### src/rtl/ring_cal_pkg.sv
package ring_cal_pkg;
  typedef enum logic [1:0] {CAL_IDLE, CAL_CAP, CAL_BIT, CAL_FIN} cal_state_e;
  typedef enum logic [1:0] {MTR_IDLE, MTR_SETTLE, MTR_COUNT} mtr_state_e;
endpackage

### src/rtl/ring_edge_sync.sv
module ring_edge_sync #(
  parameter int unsigned STAGES = 2
) (
  input  logic clk_i,
  input  logic rst_ni,
  input  logic async_i,
  output logic rise_o
);
  logic [STAGES-1:0] sync_q;
  logic              prev_q;

  always_ff @(posedge clk_i or negedge rst_ni) begin
    if (!rst_ni) begin
      sync_q <= '0;
      prev_q <= 1'b0;
    end else begin
      sync_q <= {sync_q[STAGES-2:0], async_i};
      prev_q <= sync_q[STAGES-1];
    end
  end

  assign rise_o = sync_q[STAGES-1] & ~prev_q;
endmodule

### src/rtl/ring_meter.sv
module ring_meter import ring_cal_pkg::*; #(
  parameter int unsigned WIN_W      = 16,
  parameter int unsigned CNT_W      = 16,
  parameter int unsigned SETTLE_CYC = 8
) (
  input  logic             clk_i,
  input  logic             rst_ni,
  input  logic             go_i,
  input  logic             edge_i,
  input  logic [WIN_W-1:0] win_len_i,
  output logic             done_o,
  output logic [CNT_W-1:0] count_o
);
  localparam logic [WIN_W-1:0] SETTLE_LAST = WIN_W'(SETTLE_CYC - 1);

  mtr_state_e       st_q;
  logic [WIN_W-1:0] tmr_q;
  logic [CNT_W-1:0] cnt_q;
  logic             done_q;
  logic             win_end;

  // a zero length behaves as one cycle
  assign win_end = ({1'b0, tmr_q} + (WIN_W+1)'(1)) >= {1'b0, win_len_i};

  always_ff @(posedge clk_i or negedge rst_ni) begin
    if (!rst_ni) begin
      st_q   <= MTR_IDLE;
      tmr_q  <= '0;
      cnt_q  <= '0;
      done_q <= 1'b0;
    end else begin
      done_q <= 1'b0;
      if (go_i) begin
        st_q  <= MTR_SETTLE;
        tmr_q <= '0;
      end else begin
        case (st_q)
          MTR_SETTLE: begin
            if (tmr_q == SETTLE_LAST) begin
              st_q  <= MTR_COUNT;
              tmr_q <= '0;
              cnt_q <= '0;
            end else begin
              tmr_q <= tmr_q + WIN_W'(1);
            end
          end
          MTR_COUNT: begin
            cnt_q <= cnt_q + CNT_W'(edge_i);
            tmr_q <= tmr_q + WIN_W'(1);
            if (win_end) begin
              st_q   <= MTR_IDLE;
              done_q <= 1'b1;
            end
          end
          default: st_q <= MTR_IDLE;
        endcase
      end
    end
  end

  assign done_o  = done_q;
  assign count_o = cnt_q;
endmodule

### src/rtl/cal_search.sv
module cal_search import ring_cal_pkg::*; #(
  parameter int unsigned CAP_W = 2,
  parameter int unsigned CUR_W = 6,
  parameter int unsigned CNT_W = 16
) (
  input  logic             clk_i,
  input  logic             rst_ni,
  input  logic             start_i,
  input  logic             meas_done_i,
  input  logic [CNT_W-1:0] meas_cnt_i,
  input  logic [CNT_W-1:0] cnt_lo_i,
  input  logic [CNT_W-1:0] cnt_hi_i,
  output logic             meas_go_o,
  output logic [CAP_W-1:0] cap_o,
  output logic [CUR_W-1:0] cur_o,
  output logic             busy_o,
  output logic             done_o,
  output logic             in_range_o
);
  localparam int unsigned      BIT_IW   = (CUR_W > 1) ? $clog2(CUR_W) : 1;
  localparam logic [CAP_W-1:0] CAP_LAST = '1;
  localparam logic [CUR_W-1:0] TOP_MASK = {1'b1, {(CUR_W-1){1'b0}}};

  cal_state_e        st_q;
  logic [CAP_W-1:0]  cap_q;
  logic [CUR_W-1:0]  cur_q;
  logic [BIT_IW-1:0] bit_q;
  logic              go_q, busy_q, done_q, inr_q;

  logic              too_slow, too_fast;
  logic [CUR_W-1:0]  bit_mask, next_mask, kept_cur;

  always_comb begin
    too_slow  = meas_cnt_i < cnt_lo_i;
    too_fast  = meas_cnt_i > cnt_hi_i;
    bit_mask  = CUR_W'(1) << bit_q;
    next_mask = bit_mask >> 1;
    kept_cur  = too_fast ? (cur_q & ~bit_mask) : cur_q;
  end

  always_ff @(posedge clk_i or negedge rst_ni) begin
    if (!rst_ni) begin
      st_q   <= CAL_IDLE;
      cap_q  <= '0;
      cur_q  <= '0;
      bit_q  <= '0;
      go_q   <= 1'b0;
      busy_q <= 1'b0;
      done_q <= 1'b0;
      inr_q  <= 1'b0;
    end else begin
      go_q   <= 1'b0;
      done_q <= 1'b0;
      case (st_q)
        CAL_IDLE: if (start_i) begin
          cap_q  <= '0;
          cur_q  <= '1;
          bit_q  <= BIT_IW'(CUR_W - 1);
          go_q   <= 1'b1;
          busy_q <= 1'b1;
          inr_q  <= 1'b0;
          st_q   <= CAL_CAP;
        end
        CAL_CAP: if (meas_done_i) begin
          go_q <= 1'b1;
          if (too_slow && cap_q != CAP_LAST) begin
            cap_q <= cap_q + CAP_W'(1);
          end else begin
            cur_q <= TOP_MASK;
            st_q  <= CAL_BIT;
          end
        end
        CAL_BIT: if (meas_done_i) begin
          go_q <= 1'b1;
          if (bit_q == '0) begin
            cur_q <= kept_cur;
            st_q  <= CAL_FIN;
          end else begin
            cur_q <= kept_cur | next_mask;
            bit_q <= bit_q - BIT_IW'(1);
          end
        end
        CAL_FIN: if (meas_done_i) begin
          inr_q  <= !too_slow && !too_fast;
          busy_q <= 1'b0;
          done_q <= 1'b1;
          st_q   <= CAL_IDLE;
        end
        default: st_q <= CAL_IDLE;
      endcase
    end
  end

  assign meas_go_o  = go_q;
  assign cap_o      = cap_q;
  assign cur_o      = cur_q;
  assign busy_o     = busy_q;
  assign done_o     = done_q;
  assign in_range_o = inr_q;
endmodule

### src/rtl/ring_cal_ctrl.sv
module ring_cal_ctrl #(
  parameter int unsigned CAP_W      = 2,
  parameter int unsigned CUR_W      = 6,
  parameter int unsigned CNT_W      = 16,
  parameter int unsigned WIN_W      = 16,
  parameter int unsigned SYNC_STG   = 2,
  parameter int unsigned SETTLE_CYC = 8,
  localparam int unsigned CTRL_W    = CAP_W + CUR_W
) (
  input  logic              clk_i,
  input  logic              rst_ni,
  input  logic              start_i,
  input  logic              ring_i,
  input  logic [WIN_W-1:0]  win_len_i,
  input  logic [CNT_W-1:0]  cnt_lo_i,
  input  logic [CNT_W-1:0]  cnt_hi_i,
  output logic [CTRL_W-1:0] ctrl_o,
  output logic              ring_en_o,
  output logic              done_o,
  output logic              in_range_o
);
  logic             ring_rise;
  logic             meas_go, meas_done;
  logic [CNT_W-1:0] meas_cnt;
  logic [CAP_W-1:0] cap;
  logic [CUR_W-1:0] cur;

  ring_edge_sync #(.STAGES(SYNC_STG)) u_sync (
    .clk_i   (clk_i),
    .rst_ni  (rst_ni),
    .async_i (ring_i),
    .rise_o  (ring_rise)
  );

  ring_meter #(.WIN_W(WIN_W), .CNT_W(CNT_W), .SETTLE_CYC(SETTLE_CYC)) u_meter (
    .clk_i     (clk_i),
    .rst_ni    (rst_ni),
    .go_i      (meas_go),
    .edge_i    (ring_rise),
    .win_len_i (win_len_i),
    .done_o    (meas_done),
    .count_o   (meas_cnt)
  );

  cal_search #(.CAP_W(CAP_W), .CUR_W(CUR_W), .CNT_W(CNT_W)) u_search (
    .clk_i       (clk_i),
    .rst_ni      (rst_ni),
    .start_i     (start_i),
    .meas_done_i (meas_done),
    .meas_cnt_i  (meas_cnt),
    .cnt_lo_i    (cnt_lo_i),
    .cnt_hi_i    (cnt_hi_i),
    .meas_go_o   (meas_go),
    .cap_o       (cap),
    .cur_o       (cur),
    .busy_o      (ring_en_o),
    .done_o      (done_o),
    .in_range_o  (in_range_o)
  );

  assign ctrl_o = {cap, cur};
endmodule

### config.mk
export PLATFORM = sky130hd
export DESIGN_NAME = ring_cal_ctrl
export DESIGN_NICKNAME = d
export VERILOG_FILES = /design/src/rtl/ring_cal_pkg.sv /design/src/rtl/ring_edge_sync.sv /design/src/rtl/ring_meter.sv /design/src/rtl/cal_search.sv /design/src/rtl/ring_cal_ctrl.sv
export SDC_FILE = /design/constraint.sdc
export NUM_CORES = 1
export LEC_CHECK = 0
export BUFFER_PORTS_ARGS = -buffer_cell sky130_fd_sc_hd__buf_2
export CAP_MARGIN = 20
export CORE_ASPECT_RATIO = 1.5
export CORE_MARGIN = 4
export CORE_UTILIZATION = 38
export CTS_CLUSTER_DIAMETER = 120
export DETAILED_ROUTE_END_ITERATION = 8
export GPL_TIMING_DRIVEN = 1
export HOLD_SLACK_MARGIN = 0.12
export PLACE_DENSITY = 0.66
export SLEW_MARGIN = 15
export SYNTH_ARGS = -nofsm -noshare
export SYNTH_HDL_FRONTEND = slang
export SYNTH_SLANG_ARGS = --single-unit
### constraint.sdc
create_clock -name clk_i -period 5.1 [get_ports clk_i]
set_input_delay 0.765 -clock clk_i [delete_from_list [all_inputs] [get_ports clk_i]]
set_output_delay 0.765 -clock clk_i [all_outputs]
set_load 0.05 [all_outputs]
Word-level counts from Yosys, hierarchy flattened:

Index checks and enable logic that the tools add are counted.

* latch bits: 0
* output and inout port bits: 11
* ROM bits: 0
* memories: 0
* register bits: 55
* input port bits: 52
* logic and storage cells: 111
* RAM bits: 0

* magnitude comparators: 3
* bitwise operators: 6
* mux-type cells: 44
* shifts and indexed selects: 1
* divide/modulo/power cells: 0
* add/sub/neg operators: 5
* reduce and logical (&&, ||, !) cells: 20
* multiply operators: 0
* equal/unequal tests: 18

Operators with widths (number)
* case mux 16 bit (2 select lines): 2
* two-way mux 16 bit: 3
* two-way mux 6 bit: 6
* two-way mux 2 bit: 12
* case mux 6 bit (3 select lines): 1
* adder 16 x 1 -> 17 bit (second input constant): 1
* >= comparator 17 x 16 -> 1 bit: 1
* adder 16 x 1 -> 16 bit: 1
* adder 16 x 1 -> 16 bit (second input constant): 1
* equality test 16 x 3 -> 1 bit (second input constant): 1
* > comparator 16 bit: 1
* less-than comparator 16 bit: 1
* inequality test 2 bit (second input constant): 7
* two-way mux 1 bit: 10
* two-way mux 3 bit: 3
* case mux 2 bit (2 select lines): 2
* case mux 2 bit (4 select lines): 1
* AND reduction 4 bit: 2
* nonzero test 2 bit: 4
* AND 6 bit: 1
* equality test 2 bit (second input constant): 3
* inequality test 2 x 1 -> 1 bit (second input constant): 3
* inequality test 3 x 1 -> 1 bit (second input constant): 2
* NOT 6 bit: 1
* 19 further kinds: 27

Depth between registers and ports, before layout:

Gate-level depths: netlist (run 1).

* depth after elaboration: 8
* gate-level depth with buffers: 15
* depth with buffers taken out: 14

By module:

From an unflattened synthesis (run 1), not the netlist that was laid out.

* cells, all modules: 501
* area total of the unflattened synthesis: 4389.2 um^2

By module, submodules not included
* ring_meter: times used 1, cells an instance 266, area each 2388.5 um^2, seq. area each 875.8 um^2
* cal_search: times used 1, cells an instance 231, area each 1911.8 um^2, seq. area each 425.4 um^2
* ring_edge_sync: times used 1, cells an instance 4, area each 88.8 um^2, seq. area each 75.1 um^2

Worst setup path before layout (run 1):

OpenSTA, ideal clock, no wires.

* path type: flip-flop to flip-flop
* start point: register u_meter.tmr_q[0]
* end point: register u_meter.st_q[0]
* required time: 4.982 ns
* path buffers: 1
* path slack: 2.268 ns
* setup time: 0.118 ns
* clock period less this slack: 2.832 ns
* arrival time: 2.714 ns
* stages on the path, launching flop included: 16
* cells stage by stage: dfrtp_1 ha_1 nand2_1 or2_2 clkbuf_1 nor2_1 nand2_1 xnor2_1 ha_1 nand2_1 nor4_1 a41oi_1 o21ai_1 a21oi_1 a22o_1 a21o_1

* word-level cells in the longest chain between the ends: 4
* elaborated cells between the ends (all ways): 6
* those cells by class: add/sub (1); order compare (1); eq/ne (3); reduce/logical (1)

RTL lines
* from (decl): RTL line ring_meter.sv:17 `logic [WIN_W-1:0] tmr_q;`
* from (signal assigned): RTL line ring_meter.sv:44 `tmr_q <= tmr_q + WIN_W'(1);`
* from (signal assigned): RTL line ring_meter.sv:49 `tmr_q <= tmr_q + WIN_W'(1);`
* adder 16 x 1 -> 17 bit: RTL line ring_meter.sv:23 `assign win_end = ({1'b0, tmr_q} + (WIN_W+1)'(1)) >= {1'b0, win_len_i};`
* >= comparator 17 x 16 -> 1 bit: RTL line ring_meter.sv:23
* inequality test 3 x 1 -> 1 bit (no source line)
* AND reduction 2 bit (no source line) *
* to (signal assigned): RTL line ring_meter.sv:27 `st_q <= MTR_IDLE;`
* to (signal assigned): RTL line ring_meter.sv:34 `st_q <= MTR_SETTLE;`
* to (signal assigned): RTL line ring_meter.sv:40 `st_q <= MTR_COUNT;`
* to (decl): RTL line ring_meter.sv:16 `mtr_state_e st_q;`

Mark *: on every way between the ends. The rest lies on a longest branch, timed or not.
A chain may end at the register's enable or synchronous reset.

Worst setup path after layout (run 1):

Same ends and word-level chain as after synthesis.

==> results of run 1 <==
-- logic make-up (layout without fill, tap and decap cells) --
group,after synthesis,after routing
mux,8,8
flops,55,55
buf+inv,82,138
simple gates,180,180
fa+ha+maj,62,62
compound gates,92,92
xor+xnor,28,28
-- state kept, by name, indices dropped and copies added (netlist names) --
signal,flops
u_meter.count_o,16
u_meter.done_o,1
u_meter.st_q,2
u_meter.tmr_q,16
u_search.bit_q,3
u_search.busy_o,1
u_search.cap_o,2
u_search.cur_o,6
u_search.done_o,1
u_search.in_range_o,1
u_search.meas_go_o,1
u_search.st_q,2
u_sync.prev_q,1
u_sync.sync_q,2
-- power groups by stage --
stage,sequential [mW],combinational [mW],clock (mW)
finish,0.560,0.812,0.342
global route,0.569,0.914,0.371
CTS,0.560,0.807,0.355
detailed placement,0.568,0.804,0
global placement,0.563,0.776,0
floorplan,0.634,0.531,0
-- final timing paths --
| kind | cells after the start | end |
|---|---|---|
| worst min-delay path | 0 | u_sync.sync_q[1]$_DFF_PN0_ |
| min in group asynchronous | 2 | u_meter.count_o[11]$_DFFE_PN0P_ |
| worst max register to register | 13 | u_meter.st_q[0]$_DFFE_PN0P_ |
| worst min register to register | 0 | u_sync.sync_q[1]$_DFF_PN0_ |
| max in group asynchronous | 2 | u_search.cap_o[1]$_DFFE_PN0P_ |
| worst max-delay path | 13 | u_meter.st_q[0]$_DFFE_PN0P_ |
-- placed cells by master (no fill, tap or decap), types with 6 or more instances in the layout --
cell	count
sky130_fd_sc_hd__inv_1	66
sky130_fd_sc_hd__ha_1	62
sky130_fd_sc_hd__buf_2	62
sky130_fd_sc_hd__nand2_1	60
sky130_fd_sc_hd__dfrtp_1	55
sky130_fd_sc_hd__nor2_1	38
sky130_fd_sc_hd__nand3_1	24
sky130_fd_sc_hd__a21oi_1	21
sky130_fd_sc_hd__o21ai_0	18
sky130_fd_sc_hd__xor2_1	17
sky130_fd_sc_hd__nand4_1	13
sky130_fd_sc_hd__nand2b_1	12
sky130_fd_sc_hd__xnor2_1	11
sky130_fd_sc_hd__nor2b_1	9
sky130_fd_sc_hd__mux2i_1	7
sky130_fd_sc_hd__a21o_1	6
-- cell type report --
cell class              instances  area, sq um
clock inverters                 1         5.00
multi-input cells             370         2630
fillers                      1144         6140
clock buffers                   6          139
well taps                     147          184
flip-flops and latches         55         1380
repair buffers                 65          333
inverters                      66          248
-- layer usage --
metal	vias to the layer above	part of all wire, %
li1	1859	-
met1	1756	40
met2	73	54
met3	12	3.7
met4	0	2.2
met5	-	0
-- through the flow --
| step | power (mW) | cell area [sq um] | setup WS, ps |
|---|---|---|---|
| 6_report | 1.71 | 4910 | 1880 |
| 5_1_grt | 1.85 | 4910 | 1530 |
| 4_1_cts | 1.72 | 4910 | 1860 |
| 3_5_place_dp | 1.37 | 4760 | 1880 |
| 3_3_place_gp | 1.34 | 4760 | 1990 |
| 2_1_floorplan | 1.16 | 4320 | 2270 |
==> impl_metrics.py, run 1 <==
metrics = {
    "outcome": {
        "status": "completed",
    },
    "placed_design": {
        "io_buffers": 62,
        "post-dp-hpwl_mm": 7.80,
        "place.detailed.instances": 702,
        "routabilityCongestion": 0.830,
    },
    "timing": {
        "worstMarginPinSlew_ps": 912,
        "period_share_pct": 63.2,
        "clock-skew-final_ps": 4.36,
        "maxSlewViolCount": 0,
        "rsz0062_at_grt": "no",
        "timing_hold_violations_final": 0,
        "max_slew_margin_pct": 39.0,
        "setup-tns-final_ps": 0,
        "period_needed_ps": 3220,
        "hold-worst-slack_ps": 358,
        "clock.fmax_mhz": 310,
        "finalSetupViolCount": 0,
    },
    "floorplanning": {
        "die-area_sq_mm": 0.0132,
        "rows": 47,
        "initial_utilization_pct": 39.0,
        "floorplan.core_area_sq_mm": 0.0111,
        "pin_count": 63,
        "chipHeight_um": 139,
        "die_w_um": 95.0,
    },
    "critical_path": {
        "crit_fanout": 6,
        "timing.rr.start": "u_meter.tmr_q[0]$_DFFE_PN0P_",
        "timing.critical_path.from_type": "flip-flop",
        "endpoint_kind": "flip-flop",
        "timing.critical_path.buf_inv": 0,
        "timing.critical_path.slowest_cell_delay_ps": 450,
        "critical_path_data_required_time_ps": 5290,
        "path_class": "flip-flop to flip-flop",
        "cp.arrival_ps": 3410,
        "largest_delay_share_family_worst_path": "simple AND/OR/NAND/NOR gates",
        "critPathLaunch": "u_meter.tmr_q[0]$_DFFE_PN0P_",
        "setup.reg_to_reg.worst_slack_ps": 1880,
        "critPathSlowestCell": "sky130_fd_sc_hd__dfrtp_1",
        "critical_path.cell_chain": "ha_1 -> nand2_1 -> nor4_1 -> nand3_1 -> xnor2_1 -> ha_1 -> nand2_1 -> nor4_1 -> a41oi_1 -> o21ai_1 -> a21oi_1 -> a22o_1 -> a21o_1",
    },
    "synthesis": {
        "top_area_cells_in_the_synthesized_netlist": "sky130_fd_sc_hd__dfrtp_1 (32%), sky130_fd_sc_hd__ha_1 (18%), sky130_fd_sc_hd__inv_1 (5.7%)",
        "compound_cell_area_share_of_the_yosys_netlist_pct": 15.0,
        "synthesis.nets": 621,
        "largest_family_of_logic_cells_by_synthesized_area": "simple AND/OR/NAND/NOR gates",
        "synth_top_area_cell": "sky130_fd_sc_hd__dfrtp_1",
        "synth_async_reset_ratio_pct": 100,
        "synth-seq-cells": 55,
        "netlist_area_sq_mm": 0.00432,
        "synth_edf_count": 0,
        "synthAdderAreaFrac_pct": 18.0,
        "post_synth_num_cell_types": 61,
        "avgSynthCellArea_sq_um": 8.51,
        "synthMuxAreaShare_pct": 1.88,
        "synth_warnings": 0,
        "synth_xor_area_share_pct": 5.68,
        "yosysTopAreaCellShare_pct": 31.9,
        "synth_common_cells": "sky130_fd_sc_hd__inv_1 (66), sky130_fd_sc_hd__ha_1 (62), sky130_fd_sc_hd__nand2_1 (60)",
        "ys_dominant_reg_cell": "sky130_fd_sc_hd__dfrtp_1",
        "synth_simple_gate_area_share_pct": 20.4,
        "yosysMostFrequentCell": "sky130_fd_sc_hd__inv_1",
        "postSynthCellCount": 507,
        "synth_sequential_area_ratio_pct": 31.9,
    },
    "job": {
        "maxCapViolCount": 0,
    },
    "cells_and_area": {
        "area_growth_from_synthesis_to_layout_pct": 13.9,
        "final_cell_count_no_fill": 710,
        "antenna_cells": 0,
        "layout.core_utilization_pct": 44.5,
        "final_layout_size_suffix_gt1_share_pct": 14.6,
        "finalNetCount": 677,
    },
    "power": {
        "pwr-share-comb_pct": 47.4,
        "sw_frac_of_total_pct": 42.6,
        "p_int_mw": 0.984,
        "cellLeakagePower_nw": 2.61,
        "p_switching_mw": 0.731,
        "power_density_mw_per_mm2": 349,
        "share_seq_of_total_power_pct": 32.7,
        "vdd_ir_drop_max_v": 0.000171,
        "clockPowerShare_pct": 20.0,
    },
    "global_routing": {
        "global_route_wire_length_before_repair_mm": 16.8,
        "met3_usage_pct": 1.95,
        "track_usage_pct": 15.6,
        "top_usage_layer": "met2",
        "number_of_global_route_vias_before_repair": 3726,
        "globalRoute.totalOverflow": 0,
        "grt_max_degree": 56,
        "grt_antenna_before_repair": 0,
        "met1_usage_pct": 17.6,
        "grt.met2_usage_pct": 29.3,
    },
    "hold_path": {
        "hold_path_startpoint": "u_sync.sync_q[0]$_DFF_PN0_",
        "min-delay-path-class": "flip-flop to flip-flop",
    },
    "clocking": {
        "worst_skew_pair.late_latency_ps": 290,
        "cts.path.max_buffers": 2,
        "cts_tree": "yes",
        "cts.reportedPaths.clkPinSlew_ps": 70,
        "h-tree-depth": 2,
        "clock_tree.root_cell": "sky130_fd_sc_hd__clkbuf_16",
        "holdBufCountCts": 0,
        "cts_inserted_buffers": 5,
        "postCtsSetupBuffers": 0,
        "clock-sinks": 55,
        "post_cts.resized_instances": 0,
    },
    "drt": {
        "drt_first_pass_iters": 4,
        "detailed_route_drc_error_count": 0,
        "via_per_inst": 5.21,
        "antenna_violating_nets_left": 0,
        "drt_first_iter_violations": 138,
        "routed_wl_mm": 9.73,
        "via_count": 3700,
        "avgRoutedWirePerCell_um": 13.7,
    },
}
(Power assumes the default switching activity.)
==> run 2, diff against run 1 <==
--- a/config.mk
+++ b/config.mk
@@ -14,7 +14,7 @@
 export DETAILED_ROUTE_END_ITERATION = 8
 export GPL_TIMING_DRIVEN = 1
 export HOLD_SLACK_MARGIN = 0.12
-export PLACE_DENSITY = 0.66
+export PLACE_DENSITY = 0.68
 export SLEW_MARGIN = 15
 export SYNTH_ARGS = -nofsm -noshare
 export SYNTH_HDL_FRONTEND = slang
==> constraint.sdc (replaced) <==
create_clock -name clk_i -period 2.9 [get_ports clk_i]
set_input_delay 0.435 -clock clk_i [delete_from_list [all_inputs] [get_ports clk_i]]
set_output_delay 0.435 -clock clk_i [all_outputs]
set_load 0.05 [all_outputs]
==> run 2 against run 1 <==
Net effect:
- clock skew up 1.3 ps
- fmax up 14%
- sequential cell count unchanged
- total power up 82%
- critical path type unchanged
- sequential power up 73%
- wire length up 5.0%
- critical endpoint unchanged
- first-iteration DRC count down 8.7%
- count of clock-buffer cells in the layout unchanged
- register-to-register slack worse by 1800 ps
- final area up 7.0%
- sequential share of layout area down 1.8 points
==> impl_metrics.py, run 2 (synthesis results as in run 1) <==
metrics = {
    "outcome": {
        "status": "completed",
    },
    "timing": {
        "finalSetupViolCount": 0,
        "maxSlewViolCount": 0,
        "worstMarginPinSlew_ps": 752,
        "timing_hold_violations_final": 0,
        "period_share_pct": 97.2,
        "rsz0062_at_grt": "yes",
        "clock-skew-final_ps": 5.62,
        "max_slew_margin_pct": 49.9,
        "period_needed_ps": 2820,
        "clock.fmax_mhz": 355,
    },
    "power": {
        "pwr-share-comb_pct": 49.7,
        "p_int_mw": 1.79,
        "vdd_ir_drop_max_v": 0.000321,
        "p_switching_mw": 1.33,
        "design_power_total_mw": 3.11,
        "sw_frac_of_total_pct": 42.6,
        "power_density_mw_per_mm2": 592,
        "cellLeakagePower_nw": 2.79,
        "clockPowerShare_pct": 19.2,
        "share_seq_of_total_power_pct": 31.1,
    },
    "cells_and_area": {
        "area_growth_from_synthesis_to_layout_pct": 21.8,
        "final-seq-area_sq_mm": 0.00138,
        "filler_cell_count": 1105,
        "multi_input_area_sq_mm": 0.00277,
        "antenna_cells": 0,
        "finished_layout_cell_area_sq_mm": 0.00526,
        "most_frequent_standard_cell_in_the_layout_excluding_fill_and_tap_cells": "sky130_fd_sc_hd__inv_1",
        "finalNetCount": 704,
        "final_layout_size_suffix_gt1_share_pct": 22.5,
        "layout.cells.most_common_list": "sky130_fd_sc_hd__inv_1 (66), sky130_fd_sc_hd__buf_2 (62), sky130_fd_sc_hd__ha_1 (61)",
    },
    "drt": {
        "via_count": 3722,
        "detailed_route_drc_error_count": 0,
        "drt_first_pass_iters": 7,
        "avgRoutedWirePerCell_um": 13.8,
        "via_per_inst": 5.04,
        "antenna_violating_nets_left": 0,
        "drt_first_iter_violations": 126,
        "routed_wl_mm": 10.2,
    },
    "floorplanning": {
        "rows": 47,
        "die-area_sq_mm": 0.0132,
        "chipHeight_um": 139,
        "pin_count": 63,
        "floorplan.core_area_sq_mm": 0.0111,
        "die_w_um": 95.0,
        "initial_utilization_pct": 39.0,
    },
    "critical_path": {
        "endpoint_kind": "flip-flop",
        "setup.reg_to_reg.worst_slack_ps": 80,
        "crit_fanout": 4,
        "cp.arrival_ps": 3010,
        "timing.critical_path.from_type": "flip-flop",
        "path_class": "flip-flop to flip-flop",
        "critical_path_data_required_time_ps": 3090,
    },
    "placed_design": {
        "post-dp-hpwl_mm": 7.99,
        "routabilityCongestion": 0.843,
        "io_buffers": 62,
        "post_place_cell_area_sq_mm": 0.00492,
    },
    "clocking": {
        "h-tree-depth": 2,
        "clock_tree.root_cell": "sky130_fd_sc_hd__clkbuf_16",
        "cts.path.max_buffers": 2,
        "worst_skew_pair.late_latency_ps": 290,
        "cts_tree": "yes",
        "cts_inserted_buffers": 5,
        "cts.reportedPaths.clkPinSlew_ps": 70,
        "clock-sinks": 55,
    },
    "global_routing": {
        "grt_antenna_before_repair": 0,
        "grt_max_degree": 33,
        "number_of_global_route_vias_before_repair": 3724,
        "track_usage_pct": 15.8,
        "globalRoute.totalOverflow": 0,
        "global_route_wire_length_before_repair_mm": 17.0,
    },
    "job": {
        "maxCapViolCount": 0,
    },
    "hold_path": {
        "min-delay-path-class": "primary input to asynchronous set/reset pin",
    },
}
-- run 2: cell types whose count changed in the layout (fill, tap and decap cells not counted), sizes merged --
cell / delta
clkinvlp: +1
buf: +27
-- run 2: area by class of cell --
| cell class | count | area share [%] |
|---|---|---|
| multi-input combinational | 370 | 52.7 |
| clock buffer | 6 | 2.45 |
| sequential | 55 | 26.2 |
| inverter | 66 | 4.71 |
| tap | 147 | 3.50 |
| clock inverter | 2 | 0.238 |
| timing repair buffer | 92 | 10.2 |
-- run 2: worst max-delay path, stage by stage (launching register included) --
cell and delay, ps:
sky130_fd_sc_hd__dfrtp_1 390, sky130_fd_sc_hd__buf_4 130, sky130_fd_sc_hd__nand2_1 90, sky130_fd_sc_hd__nor2_4 120
sky130_fd_sc_hd__nand3_2 160, sky130_fd_sc_hd__buf_4 190, sky130_fd_sc_hd__xnor2_1 120, sky130_fd_sc_hd__ha_1 290
sky130_fd_sc_hd__nand3_1 130, sky130_fd_sc_hd__nor4_2 320, sky130_fd_sc_hd__a41oi_1 170, sky130_fd_sc_hd__o21ai_1 120
sky130_fd_sc_hd__a21oi_2 60, sky130_fd_sc_hd__a22o_1 250, sky130_fd_sc_hd__a21o_1 180
-- run 2: timing repair --
item,4_1_cts,5_1_grt
setup endpoints to repair,2,3
endpoints found under the hold margin,0,0
resized for setup,4,27
hold buffers,0,0
pin swaps,1,18
buffers inserted,1,6
-- run 2: path summary, 6_finish.rpt --
kind                                               from                               to  depth (start not counted)
min in group clk_i                               ring_i       u_sync.sync_q[0]$_DFF_PN0_                          1
hold reg to reg              u_sync.sync_q[0]$_DFF_PN0_       u_sync.sync_q[1]$_DFF_PN0_                          0
hold / removal                                   rst_ni     u_meter.tmr_q[4]$_DFFE_PN0P_                          1
setup / recovery           u_meter.tmr_q[1]$_DFFE_PN0P_      u_meter.st_q[0]$_DFFE_PN0P_                         14
max in group asynchronous                        rst_ni  u_meter.count_o[13]$_DFFE_PN0P_                          2
setup reg to reg           u_meter.tmr_q[1]$_DFFE_PN0P_      u_meter.st_q[0]$_DFFE_PN0P_                         14
-- run 2: per-layer routing --
layer	part of all wire [%]	vias to the layer above	GRT usage, %	routed length (um)
met2	54	74	29.6	5550
met3	3.7	11	2.12	373
li1	-	1904	-	-
met5	0	-	0	0
met4	1.5	0	4.26	153
met1	40	1733	18.2	4140
-- run 2: stage by stage --
stage	hold slack (ps)	instances	utilization, %	setup TNS (ps)	worst slack (ps)
2_1_floorplan	139	507	-	0	68.2
3_3_place_gp	344	723	44.5	0	76.7
3_5_place_dp	370	723	44.5	-17.7	-17.7
4_1_cts	230	732	46.0	0	21.4
5_1_grt	241	738	47.6	-69.4	-37.2
6_report	206	738	47.6	0	80.5
-- run 2: power groups by stage --
stage | Combinational (mW) | Clock (mW) | Sequential, mW
finish | 1.55 | 0.599 | 0.968
detailed placement | 1.50 | 0 | 0.979
global placement | 1.45 | 0 | 0.970
global route | 1.73 | 0.642 | 0.985
CTS | 1.51 | 0.615 | 0.963
floorplan | 0.933 | 0 | 1.11
